$ cat src/rtl/nor_seq_pkg.sv
package nor_seq_pkg;

  typedef enum logic [2:0] {
    OP_NONE    = 3'd0,
    OP_PROG    = 3'd1,
    OP_ERASE   = 3'd2,
    OP_BYP_ON  = 3'd3,
    OP_BYP_OFF = 3'd4,
    OP_RESET   = 3'd5,
    OP_RSV6    = 3'd6,
    OP_RSV7    = 3'd7
  } nor_op_e;

  typedef enum logic [1:0] {
    ASEL_UNLK1 = 2'd0,
    ASEL_UNLK2 = 2'd1,
    ASEL_BASE  = 2'd2,
    ASEL_TGT   = 2'd3
  } asel_e;

  typedef struct packed {
    asel_e      asel;
    logic       use_datum;
    logic [7:0] cmd;
    logic       last;
  } step_t;

  localparam int STEP_IDX_W = 3;

  localparam logic [7:0] CMD_UNLK_A  = 8'hAA;
  localparam logic [7:0] CMD_UNLK_B  = 8'h55;
  localparam logic [7:0] CMD_PROG    = 8'hA0;
  localparam logic [7:0] CMD_ERASE0  = 8'h80;
  localparam logic [7:0] CMD_ERASE1  = 8'h10;
  localparam logic [7:0] CMD_BYP_ON  = 8'h20;
  localparam logic [7:0] CMD_BYP_X0  = 8'h90;
  localparam logic [7:0] CMD_BYP_X1  = 8'h00;
  localparam logic [7:0] CMD_RESET   = 8'hF0;

endpackage

$ cat src/rtl/nor_seq_table.sv
module nor_seq_table
  import nor_seq_pkg::*;
(
  input  nor_op_e               op,
  input  logic                  bypass,
  input  logic [STEP_IDX_W-1:0] idx,
  output step_t                 step
);

  function automatic step_t mk(input asel_e a, input logic dat, input logic [7:0] c,
                               input logic lst);
    step_t s;
    s.asel      = a;
    s.use_datum = dat;
    s.cmd       = c;
    s.last      = lst;
    return s;
  endfunction

  always_comb begin
    step = mk(ASEL_BASE, 1'b0, CMD_RESET, 1'b1);
    unique case (op)
      OP_PROG: begin
        if (bypass) begin
          case (idx)
            3'd0:    step = mk(ASEL_BASE, 1'b0, CMD_PROG, 1'b0);
            default: step = mk(ASEL_TGT, 1'b1, 8'h00, 1'b1);
          endcase
        end else begin
          case (idx)
            3'd0:    step = mk(ASEL_UNLK1, 1'b0, CMD_UNLK_A, 1'b0);
            3'd1:    step = mk(ASEL_UNLK2, 1'b0, CMD_UNLK_B, 1'b0);
            3'd2:    step = mk(ASEL_UNLK1, 1'b0, CMD_PROG, 1'b0);
            default: step = mk(ASEL_TGT, 1'b1, 8'h00, 1'b1);
          endcase
        end
      end
      OP_ERASE: begin
        case (idx)
          3'd0:    step = mk(ASEL_UNLK1, 1'b0, CMD_UNLK_A, 1'b0);
          3'd1:    step = mk(ASEL_UNLK2, 1'b0, CMD_UNLK_B, 1'b0);
          3'd2:    step = mk(ASEL_UNLK1, 1'b0, CMD_ERASE0, 1'b0);
          3'd3:    step = mk(ASEL_UNLK1, 1'b0, CMD_UNLK_A, 1'b0);
          3'd4:    step = mk(ASEL_UNLK2, 1'b0, CMD_UNLK_B, 1'b0);
          default: step = mk(ASEL_UNLK1, 1'b0, CMD_ERASE1, 1'b1);
        endcase
      end
      OP_BYP_ON: begin
        case (idx)
          3'd0:    step = mk(ASEL_UNLK1, 1'b0, CMD_UNLK_A, 1'b0);
          3'd1:    step = mk(ASEL_UNLK2, 1'b0, CMD_UNLK_B, 1'b0);
          default: step = mk(ASEL_UNLK1, 1'b0, CMD_BYP_ON, 1'b1);
        endcase
      end
      OP_BYP_OFF: begin
        case (idx)
          3'd0:    step = mk(ASEL_BASE, 1'b0, CMD_BYP_X0, 1'b0);
          default: step = mk(ASEL_BASE, 1'b0, CMD_BYP_X1, 1'b1);
        endcase
      end
      default: step = mk(ASEL_BASE, 1'b0, CMD_RESET, 1'b1);
    endcase
  end

endmodule

$ cat src/rtl/nor_bus_engine.sv
module nor_bus_engine #(
  parameter int ADDR_W      = 20,
  parameter int DATA_W      = 16,
  parameter int STROBE_CLKS = 3
) (
  input  logic              clk,
  input  logic              rst_n,
  input  logic              go,
  input  logic [ADDR_W-1:0] addr_in,
  input  logic [DATA_W-1:0] data_in,
  output logic              cycle_done,
  output logic [ADDR_W-1:0] bus_addr,
  output logic [DATA_W-1:0] bus_data,
  output logic              ce_n,
  output logic              we_n,
  output logic              oe_n
);

  localparam int CNT_W = (STROBE_CLKS > 1) ? $clog2(STROBE_CLKS) : 1;
  localparam logic [CNT_W-1:0] CNT_LOAD = CNT_W'(STROBE_CLKS - 1);

  typedef enum logic [1:0] {B_IDLE, B_SETUP, B_STROBE, B_HOLD} bstate_e;

  bstate_e            st_q, st_d;
  logic [CNT_W-1:0]   cnt_q, cnt_d;
  logic [ADDR_W-1:0]  addr_q;
  logic [DATA_W-1:0]  data_q;
  logic               ce_q, we_q;
  logic               ld_bus;

  assign ld_bus = go && (st_q == B_IDLE);

  always_comb begin
    st_d  = st_q;
    cnt_d = cnt_q;
    unique case (st_q)
      B_IDLE:   if (go) st_d = B_SETUP;
      B_SETUP: begin
        st_d  = B_STROBE;
        cnt_d = CNT_LOAD;
      end
      B_STROBE: begin
        if (cnt_q == '0) st_d = B_HOLD;
        else             cnt_d = cnt_q - 1'b1;
      end
      default:  st_d = B_IDLE;
    endcase
  end

  always_ff @(posedge clk or negedge rst_n) begin
    if (!rst_n) begin
      st_q  <= B_IDLE;
      cnt_q <= '0;
      ce_q  <= 1'b1;
      we_q  <= 1'b1;
    end else begin
      st_q  <= st_d;
      cnt_q <= cnt_d;
      ce_q  <= (st_d != B_STROBE);
      we_q  <= (st_d != B_STROBE);
    end
  end

  always_ff @(posedge clk or negedge rst_n) begin
    if (!rst_n) begin
      addr_q <= '0;
      data_q <= '0;
    end else if (ld_bus) begin
      addr_q <= addr_in;
      data_q <= data_in;
    end
  end

  assign cycle_done = (st_q == B_HOLD);
  assign bus_addr   = addr_q;
  assign bus_data   = data_q;
  assign ce_n       = ce_q;
  assign we_n       = we_q;
  assign oe_n       = 1'b1;

endmodule

$ cat src/rtl/nor_wait_timer.sv
module nor_wait_timer #(
  parameter int DELAY_CLKS = 50
) (
  input  logic clk,
  input  logic rst_n,
  input  logic start,
  output logic fire
);

  localparam int TW = $clog2(DELAY_CLKS + 1);
  localparam logic [TW-1:0] T_LOAD = TW'(DELAY_CLKS);
  localparam logic [TW-1:0] T_ONE  = TW'(1);

  logic [TW-1:0] cnt_q, cnt_d;

  always_comb begin
    cnt_d = cnt_q;
    if (start)              cnt_d = T_LOAD;
    else if (cnt_q != '0)   cnt_d = cnt_q - 1'b1;
  end

  always_ff @(posedge clk or negedge rst_n) begin
    if (!rst_n) cnt_q <= '0;
    else        cnt_q <= cnt_d;
  end

  assign fire = (cnt_q == T_ONE);

endmodule

$ cat src/rtl/nor_cmd_seq.sv
module nor_cmd_seq
  import nor_seq_pkg::*;
#(
  parameter int                ADDR_W       = 20,
  parameter int                DATA_W       = 16,
  parameter int                STROBE_CLKS  = 3,
  parameter int                WW_DELAY     = 50,
  parameter logic [ADDR_W-1:0] UNLOCK1_ADDR = 'h555,
  parameter logic [ADDR_W-1:0] UNLOCK2_ADDR = 'h2AA,
  parameter logic [ADDR_W-1:0] BASE_ADDR    = '0
) (
  input  logic              clk,
  input  logic              rst_n,
  input  logic              req_valid,
  input  logic [2:0]        req_op,
  input  logic [ADDR_W-1:0] req_addr,
  input  logic [DATA_W-1:0] req_data,
  output logic              req_ready,
  output logic              rejected,
  output logic              done,
  output logic              poll_start,
  output logic              bypass_active,
  output logic              vpp_enable,
  output logic [ADDR_W-1:0] flash_addr,
  output logic [DATA_W-1:0] flash_dq_out,
  output logic              flash_ce_n,
  output logic              flash_we_n,
  output logic              flash_oe_n
);

  localparam int PAD_W = DATA_W - 8;

  typedef enum logic [2:0] {C_IDLE, C_ISSUE, C_WAIT, C_DELAY, C_FINISH} cstate_e;

  cstate_e               st_q, st_d;
  nor_op_e               op_q, op_d, req_op_e;
  logic [ADDR_W-1:0]     tgt_q, tgt_d;
  logic [DATA_W-1:0]     dat_q, dat_d;
  logic [STEP_IDX_W-1:0] idx_q, idx_d;
  logic                  byp_q, byp_d;
  logic                  vpp_q, vpp_d;
  logic                  rej_q, rej_d;

  logic                  take, op_known, refuse, needs_vpp_req;
  logic                  go, cyc_done, tmr_start, tmr_fire;
  step_t                 step;
  logic [ADDR_W-1:0]     step_addr;
  logic [DATA_W-1:0]     step_data;

  assign req_op_e      = nor_op_e'(req_op);
  assign take          = req_valid && (st_q == C_IDLE);
  assign op_known      = (req_op_e == OP_PROG) || (req_op_e == OP_ERASE) ||
                         (req_op_e == OP_BYP_ON) || (req_op_e == OP_BYP_OFF) ||
                         (req_op_e == OP_RESET);
  assign refuse        = !op_known || ((req_op_e == OP_ERASE) && byp_q);
  assign needs_vpp_req = (req_op_e == OP_PROG) || (req_op_e == OP_ERASE);

  nor_seq_table u_table (
    .op     (op_q),
    .bypass (byp_q),
    .idx    (idx_q),
    .step   (step)
  );

  always_comb begin
    unique case (step.asel)
      ASEL_UNLK1: step_addr = UNLOCK1_ADDR;
      ASEL_UNLK2: step_addr = UNLOCK2_ADDR;
      ASEL_BASE:  step_addr = BASE_ADDR;
      default:    step_addr = tgt_q;
    endcase
  end

  generate
    if (PAD_W > 0) begin : g_pad
      assign step_data = step.use_datum ? dat_q : {{PAD_W{1'b0}}, step.cmd};
    end else begin : g_nopad
      assign step_data = step.use_datum ? dat_q : step.cmd[DATA_W-1:0];
    end
  endgenerate

  assign go = (st_q == C_ISSUE);

  nor_bus_engine #(
    .ADDR_W      (ADDR_W),
    .DATA_W      (DATA_W),
    .STROBE_CLKS (STROBE_CLKS)
  ) u_bus (
    .clk        (clk),
    .rst_n      (rst_n),
    .go         (go),
    .addr_in    (step_addr),
    .data_in    (step_data),
    .cycle_done (cyc_done),
    .bus_addr   (flash_addr),
    .bus_data   (flash_dq_out),
    .ce_n       (flash_ce_n),
    .we_n       (flash_we_n),
    .oe_n       (flash_oe_n)
  );

  assign tmr_start = (st_q == C_WAIT) && cyc_done && step.last && (op_q == OP_PROG);

  nor_wait_timer #(
    .DELAY_CLKS (WW_DELAY)
  ) u_wwt (
    .clk   (clk),
    .rst_n (rst_n),
    .start (tmr_start),
    .fire  (tmr_fire)
  );

  always_comb begin
    st_d  = st_q;
    op_d  = op_q;
    tgt_d = tgt_q;
    dat_d = dat_q;
    idx_d = idx_q;
    byp_d = byp_q;
    vpp_d = vpp_q;
    rej_d = 1'b0;
    unique case (st_q)
      C_IDLE: begin
        if (take) begin
          if (refuse) begin
            rej_d = 1'b1;
          end else begin
            st_d  = C_ISSUE;
            op_d  = req_op_e;
            tgt_d = req_addr;
            dat_d = req_data;
            idx_d = '0;
            vpp_d = needs_vpp_req;
          end
        end
      end
      C_ISSUE: st_d = C_WAIT;
      C_WAIT: begin
        if (cyc_done) begin
          if (!step.last) begin
            idx_d = idx_q + 1'b1;
            st_d  = C_ISSUE;
          end else if (op_q == OP_PROG) begin
            st_d = C_DELAY;
          end else begin
            st_d = C_FINISH;
          end
        end
      end
      C_DELAY: if (tmr_fire) st_d = C_FINISH;
      default: begin
        st_d  = C_IDLE;
        vpp_d = 1'b0;
        if (op_q == OP_BYP_ON)  byp_d = 1'b1;
        if (op_q == OP_BYP_OFF) byp_d = 1'b0;
      end
    endcase
  end

  always_ff @(posedge clk or negedge rst_n) begin
    if (!rst_n) begin
      st_q  <= C_IDLE;
      op_q  <= OP_NONE;
      tgt_q <= '0;
      dat_q <= '0;
      idx_q <= '0;
      byp_q <= 1'b0;
      vpp_q <= 1'b0;
      rej_q <= 1'b0;
    end else begin
      st_q  <= st_d;
      op_q  <= op_d;
      tgt_q <= tgt_d;
      dat_q <= dat_d;
      idx_q <= idx_d;
      byp_q <= byp_d;
      vpp_q <= vpp_d;
      rej_q <= rej_d;
    end
  end

  assign req_ready     = (st_q == C_IDLE);
  assign rejected      = rej_q;
  assign done          = (st_q == C_FINISH);
  assign poll_start    = (st_q == C_FINISH) && ((op_q == OP_PROG) || (op_q == OP_ERASE));
  assign bypass_active = byp_q;
  assign vpp_enable    = vpp_q;

endmodule

$ cat config.mk
export PLATFORM = sky130hd
export DESIGN_NAME = nor_cmd_seq
export DESIGN_NICKNAME = d
export VERILOG_FILES = /design/src/rtl/nor_seq_pkg.sv /design/src/rtl/nor_seq_table.sv /design/src/rtl/nor_bus_engine.sv /design/src/rtl/nor_wait_timer.sv /design/src/rtl/nor_cmd_seq.sv
export SDC_FILE = /design/constraint.sdc
export NUM_CORES = 1
export LEC_CHECK = 0
export BUFFER_PORTS_ARGS = -buffer_cell sky130_fd_sc_hd__buf_2
export CORE_MARGIN = 3
export CORE_UTILIZATION = 55
export CTS_CLUSTER_SIZE = 28
export DETAILED_ROUTE_END_ITERATION = 12
export HOLD_SLACK_MARGIN = 0.08
export PLACE_DENSITY = 0.79
export RECOVER_POWER = 50
export SLEW_MARGIN = 15
export SYNTH_ARGS = -nofsm -noshare
export SYNTH_HDL_FRONTEND = slang
export SYNTH_SLANG_ARGS = --single-unit
$ cat constraint.sdc
create_clock -name clk -period 2.4 [get_ports clk]
set_input_delay 0 -clock clk [delete_from_list [all_inputs] [get_ports clk]]
set_output_delay 0 -clock clk [all_outputs]
set_load 0.02 [all_outputs]
# After elaboration in Yosys (flattened, before gate mapping)
# Cells that the tools add are included.
dict set report classes {
  n_addsub 3
  eq_ne 30
  n_mux 36
  n_bitwise 3
  reduce_logical 34
}
# cell n
set op_table {}
lappend op_table {{$pmux W20 S3} 1}
lappend op_table {{$pmux W12 S4} 1}
lappend op_table {{$pmux W12 S3} 1}
lappend op_table {{$pmux W11 S3} 1}
lappend op_table {{$mux W3} 10}
lappend op_table {{$eq A3 B2 Y1 const B} 8}
lappend op_table {{$pmux W11 S2} 1}
lappend op_table {{$mux W16} 1}
lappend op_table {{$eq A3 B3 Y1 const B} 5}
lappend op_table {{$eq A3 B1 Y1 const B} 4}
lappend op_table {{$mux W12} 1}
lappend op_table {{$mux W6} 2}
lappend op_table {{$ne A2 B2 Y1 const B} 6}
lappend op_table {{$pmux W3 S4} 1}
lappend op_table {{$mux W11} 1}
lappend op_table {{$mux W9} 1}
lappend op_table {{$reduce_bool A2 Y1} 4}
lappend op_table {{$logic_and A1 B1 Y1} 7}
lappend op_table {{$mux W1} 7}
lappend op_table {{$eq A2 B2 Y1 const B} 3}
lappend op_table {{$eq A6 B1 Y1 const B} 1}
lappend op_table {{$logic_not A2 Y1} 3}
lappend op_table {{$logic_not A3 Y1} 2}
lappend op_table {{$logic_or A1 B1 Y1} 6}
lappend op_table {{20 further kinds} 28}
dict set report totals {
  reg_bits 95
  inputBits 42
  wordCells 120
}

# Depth between registers and ports, before layout
dict set report logic_depth {
  ltp_word 10
  ltp_mapped 9
}

# By module
# From an unflattened synthesis, not the netlist that was laid out.
dict set report hier_totals {
  hier_cells 397
  area_unflattened_um2 4903.5
}
# mod instances cells_per_inst area_each_um2 seq_area_each_um2
set modules_own_cells {}
lappend modules_own_cells {nor_cmd_seq 1 195 2376.0 1201.2}
lappend modules_own_cells {nor_bus_engine 1 103 1771.7 1027.2}
lappend modules_own_cells {nor_seq_table 1 62 392.9 0.0}
lappend modules_own_cells {nor_wait_timer 1 37 362.8 150.1}

# Worst setup path after synthesis
# OpenSTA, ideal clock, no wires.
dict set report synth_timing {
  kind {register -> register}
  start {reg idx_q[0]}
  end {reg idx_q[1]}
  setup_ns 0.125
  arrival_ns 2.000
  slack_ns 0.275
  stages_incl_launch_ff 9
  n_path_buf 1
  synth_period_minus_slack_ns 2.125
  path_cell_list {dfrtp_1 > inv_1 > ha_1 > buf_2 > or3_4 > a221oi_4 > or2b_4 > nor3_4 > mux2_4}
}
dict set report synth_via {
  elab_chain_len 6
}
# item line_no
set synth_rtl {}
lappend synth_rtl {{start: declaration} nor_cmd_seq.sv:39} ;# logic [STEP_IDX_W-1:0] idx_q, idx_d;
lappend synth_rtl {{start signal: assignment} nor_cmd_seq.sv:175} ;# idx_q <= idx_d;
lappend synth_rtl {{$eq A3 B3 Y1, or another cell as far along} nor_seq_table.sv:39} ;# case (idx)
lappend synth_rtl {{$reduce_or A2 Y1 (no line), or another cell as far along} --}
lappend synth_rtl {{$pmux W11 S3 or $mux W12 (tied branches)} {nor_seq_table.sv:39, nor_seq_table.sv:24}}
lappend synth_rtl {{$pmux W12 S4} nor_seq_table.sv:22} ;# unique case (op)
lappend synth_rtl {{$ne A2 B2 Y1 (no line)} --}
lappend synth_rtl {{$reduce_and A5 Y1 (no line)} --}
# Parallel ways exist; a longest one is shown, timed or not. The select of a mux whose other input is x is not followed.
# A chain may end at the register's enable or synchronous reset.

# Final worst setup path
dict set report layout_timing {
  start {reg idx_q[1]}
  end {reg u_bus.addr_q[19], in the netlist u_bus.bus_addr[19]}
}
dict set report layout_via {
  elab_chain_len 6
}
# item line_no
set layout_rtl {}
lappend layout_rtl {{$eq A3 B3 Y1, or another cell as far along} nor_seq_table.sv:39}
lappend layout_rtl {{$reduce_or A2 Y1 (no line), or another cell as far along} --}
lappend layout_rtl {{$pmux W11 S3 or $mux W12 (tied branches)} {nor_seq_table.sv:39, nor_seq_table.sv:24}}
lappend layout_rtl {{$pmux W12 S4 (*)} nor_seq_table.sv:22}
lappend layout_rtl {{$eq A2 B2 Y1, or another cell as far along} nor_cmd_seq.sv:66} ;# unique case (step.asel)
lappend layout_rtl {{$pmux W20 S3 (*)} nor_cmd_seq.sv:66}
lappend layout_rtl {{end signal: assignment} nor_bus_engine.sv:69} ;# addr_q <= addr_in;
lappend layout_rtl {{end: declaration} nor_bus_engine.sv:26} ;# logic [ADDR_W-1:0] addr_q;
# Every way passes the cells marked *; elsewhere a longest branch is shown, timed or not.

==> results <==
- The kind of path behind the tightest hold check is input port to flip-flop.
- The number of clock buffers added by TritonCTS is 9.
- Once placement finished, the instance area stood at 5010 sq um.
- Summed over all cells, the static leakage comes to 2.53 nW.
- For the worst setup path, the data required time is 2.69 ns.
- The post-synthesis register bit count is 95.
- The floorplan has 32 rows.
- The deepest level of the CTS H-tree is 3.
- The x dimension of the die is 96.3 um.
- For this run, the number of standard cells in the final layout without fillers is 632.
- After detailed routing, the average wire length per cell comes to 17.1 um.
- The number of synthesized flops with an enable pin is 0.
- The register cell area after layout is 2380 sq um.
- In this run the worst path has a maximum fanout of 17.
- The total routed wirelength is 10800 um.
- The total setup violations reported at the end of the flow is 0.
- The largest vdd supply drop is 0.000594 V.
- The area share of fa/ha/maj cells after synthesis is 3.63%.
- In this run the tightest slew margin relative to its limit is 13.5%.
- The worst setup path is captured at a flip-flop.
- The number of antenna violations at the first check in global routing is 0.
- The share of synthesized registers carrying an async set or reset is 100%.
- In the routed design, unresolved DRC markers number 0.
- The share of the cycle needed by the critical path after routing is 96.8%.
- For the worst flop-to-flop path, the logic depth is 8.
- In the synthesized netlist, mux cells make up 11.1% of the area.
- The mean number of vias per cell is 5.69.
- TritonCTS built the clock tree.
- Clock tree synthesis found a total of 95 sinks.
- The floorplan step set the die height to 96.3 um.
- The cell type with the highest aggregate area in the netlist is sky130_fd_sc_hd__dfrtp_1.
- The worst hold path terminates at tgt_q[12]$_DFFE_PN0P_.
- The run finished with clean final reports.
- The commonest cells after synthesis are sky130_fd_sc_hd__dfrtp_1 (94), sky130_fd_sc_hd__mux2_2 (36), sky130_fd_sc_hd__nor2_1 (34).
- The net count of the finished layout is 580.
- Entering global routing, the biggest net connects 52 pins.
- The detailed router's first-iteration violation count is 211.
- The source-to-sink clock delay at the later pin of the worst-skew pair is 0.36 ns.
- The clock period could shrink to 2.32 ns.
- Counting every net in the synthesized netlist gives 451.
- In this run the remaining antenna-violating nets after routing total 0.
- By area the synthesized netlist is led by sky130_fd_sc_hd__dfrtp_1 (52%), sky130_fd_sc_hd__mux2_2 (9.0%), sky130_fd_sc_hd__a21oi_1 (3.7%).
- The post-synth design cell area is 4480 sq um.
- The number of hold violations in the final report came to 0.
- The finished cells cover 5600 sq um.
- The startpoint of the lowest-slack register-to-register path is idx_q[1]$_DFFE_PN0P_.
- The count of distinct cell types in the synthesized netlist is 61.
- The die covers 9270 sq um.
- The signal arrival time at the worst endpoint is 2.62 ns.
- In the synthesized netlist the dominant register cell turns out to be sky130_fd_sc_hd__dfrtp_1.
- The repair_antennas step left the layout with diodes totalling 0.
- The library cell used as clock root buffer is sky130_fd_sc_hd__clkbuf_8.
- Of the total synthesized cell area, the portion taken by XOR and XNOR cells is 0.782%.
- The number of global-route vias before repair is 3582.
- Summing the areas of all compound-gate instances in the mapped netlist gives 14.0% of the synthesized area.
- The internal reg-to-reg setup slack is 0.08 ns.
- Setup repair after global routing left no endpoint under its margin.
- In this run, the clock network consumes 16.0% of the power.
- The worst setup path is launched from a flip-flop.
- After global routing the overflow that remains totals 0.
- The highest clock rate is 431 MHz.
- The combined area of the multi-input logic cells is 1920 sq um.
- The share of Yosys cell area claimed by the top area cell type is 52.5%.
- The kind of critical path is flip-flop to flip-flop.
- The worst hold path begins at req_addr[12].
- The most used standard cell by instance count after synthesis is sky130_fd_sc_hd__dfrtp_1.
- Clock-pin slew was measured on the worst setup and hold paths at 0.10 ns.
- Global routing used 24.2% of the available tracks.
- The buffer depth of the longest clock path is 2.
- The first detailed-routing pass took 5 iterations.
- Detailed routing inserted a total of 3594 vias.
- By area, the combinational part of the netlist is dominated by compound AO/OA/AOI/OAI gates.
- The total count of max-transition violations in the final report was 0.
- The analysis attributes to net switching a power of 2.69 mW.
- In this run the count of I/O pins placed on the die edge is 87.
- Net switching is 41.0% of the power.
- The fraction of the mapped netlist area in simple logic gates is 13.2%.
- The slew at the pin closest to its max-slew limit is 1.30 ns.
- The cell depth of the worst min-delay path is 3.
- The filler cell count is 554.
- The critical path goes through inv_1 -> ha_1 -> or3_4 -> a221oi_4 -> buf_6 -> and2_1 -> buf_12 -> a22o_1.
- After floorplanning, the core was sized to cover 7810 sq um.
- The congestion estimate from routability-driven global placement came to 0.894.
- The synthesis-to-finish area growth is 24.9%.
- Of the total power, combinational logic draws 41.5%.
- The tool flagged a number of max-cap violations equal to 0.
- Power spread over the standard cell area amounts to 1170 nW/um^2.
- The quantity of I/O buffers inserted on ports is 85.
- The cell with the largest stage delay on the worst path is sky130_fd_sc_hd__dfrtp_2.
- After detailed placement, the design holds a cell count of 571.
- A synthesized cell averages 11.3 sq um.
- The setup total negative slack is 0 ns.
- Sequential cells burn 42.5% of the power.
- The worst register-to-register path ends at u_bus.bus_addr[19]$_DFFE_PN0P_.
- The ratio of cells with drive above 1 in the final layout is 24.5%.
- The register area share after synthesis is 53.1%.
- The placed wire-length estimate after detailed placement is 6780 um.
- For this configuration, the core starts out at a cell density of 57.4%.
- The first global-routing pass estimated 17000 um of wire.
- For this run, the number of Yosys warnings is 0.
- The delay contributed by the slowest stage of the critical path is 0.44 ns.
- The number of instances in the synthesized netlist is 396.
- The final worst clock skew is 0.0179 ns.
- Internal power comes to 3.86 mW.
power groups by stage:
stage	Clock (mW)	Combinational [mW]	Sequential, mW
after floorplan	0	1.83	2.84
after global placement	0	2.55	2.73
after detailed placement	0	2.65	2.77
after CTS	1.05	2.72	2.74
after global routing	1.14	2.99	2.86
final	1.05	2.72	2.78
cells in the final DEF (no fill, tap or decap), drive strengths merged, types with 2 or more instances in the layout:
cell / instances
or2b: 2
and3b: 2
inv: 16
nor2: 35
mux2: 41
a211oi: 2
o22ai: 7
clkinv: 2
mux2i: 3
a221oi: 3
nand3b: 2
nand2b: 4
buf: 61
clkbuf: 49
nor3: 5
nand3: 8
o31ai: 4
nand4: 2
xnor2: 3
or3: 4
ha: 13
a21boi: 3
o21ai: 8
dfrtp: 94
a21oi: 33
and2: 6
or3b: 2
a22o: 17
nor2b: 5
nor3b: 2
nand2: 32
dlygate4sd3: 42
o2111ai: 2
cell families after synthesis:
kind of cell    after synthesis
mux                          44
compound gates               87
flops                        95
simple gates                116
xor+xnor                      4
buf+inv                      36
other cells                   1
fa+ha+maj                    13
routing by layer:
metal,vias up,track usage (%),share of wire (%)
met2,147,41.8,53
met5,-,0,0
met3,33,4.93,5.1
li1,1653,-,-
met4,0,9.00,2.8
met1,1761,29.7,39
per-stage QoR:
stage / hold WS [ns] / util [%] / power [mW] / worst slack [ns]
2_1_floorplan: -0.296 / - / 4.67 / 0.275
3_3_place_gp: 0.0775 / 64.2 / 5.27 / 0.155
3_5_place_dp: 0.0829 / 64.2 / 5.42 / 0.0890
4_1_cts: 0.233 / 72.1 / 6.51 / 0.0546
5_1_grt: 0.398 / 71.7 / 6.99 / 0.0144
6_report: 0.394 / 71.7 / 6.55 / 0.0774
sequential cells by signal, summed over array words and instances (netlist names):
register        flops
rejected            1
tgt_q              20
u_bus.st_q          2
idx_q               3
u_bus.bus_addr     20
u_wwt.cnt_q         6
bypass_active       1
u_bus.cnt_q         2
op_q                3
vpp_enable          1
u_bus.we_n          1
u_bus.bus_data     16
dat_q              16
st_q                3
critical path: cells and delay by family, from the launching register on:
family / cells / cell delay [ns]
AOI/OAI and AO/OA: 2 / 0.48
and+or+nand+nor: 2 / 0.62
buffers and inverters: 3 / 0.42
adders and majority gates: 1 / 0.27
DFF: 1 / 0.44
final cells by class:
cell class	instances	area share (%)
clock inverters	6	1.03
multi-input cells	265	34.3
well taps	102	2.28
flip-flops and latches	95	42.5
inverters	12	0.805
clock buffers	10	2.46
repair buffers	142	16.5
repair_timing:
| action | in CTS | in global routing |
|---|---|---|
| setup endpoints to repair | 0 | 22 |
| setup buffers | 0 | 3 |
| resized for setup | 0 | 4 |
| endpoints found under the hold margin | 90 | 0 |
| hold buffers | 42 | 0 |
how the worst max path moves through the flow:
stage                         start                        endpoint  slack (ns)  cells past startpoint
2_1_floorplan  idx_q[0]$_DFFE_PN0P_            idx_q[1]$_DFFE_PN0P_        0.27                      8
3_3_place_gp   idx_q[1]$_DFFE_PN0P_  u_bus.bus_data[14]$_DFFE_PN0P_        0.15                      8
3_5_place_dp   idx_q[1]$_DFFE_PN0P_  u_bus.bus_addr[11]$_DFFE_PN0P_        0.09                      8
4_1_cts        idx_q[1]$_DFFE_PN0P_  u_bus.bus_addr[11]$_DFFE_PN0P_        0.05                      8
5_1_grt        idx_q[1]$_DFFE_PN0P_  u_bus.bus_addr[19]$_DFFE_PN0P_        0.01                      8
6_report       idx_q[1]$_DFFE_PN0P_  u_bus.bus_addr[19]$_DFFE_PN0P_        0.08                      8
Note: power is estimated with default switching activity, not from simulation.
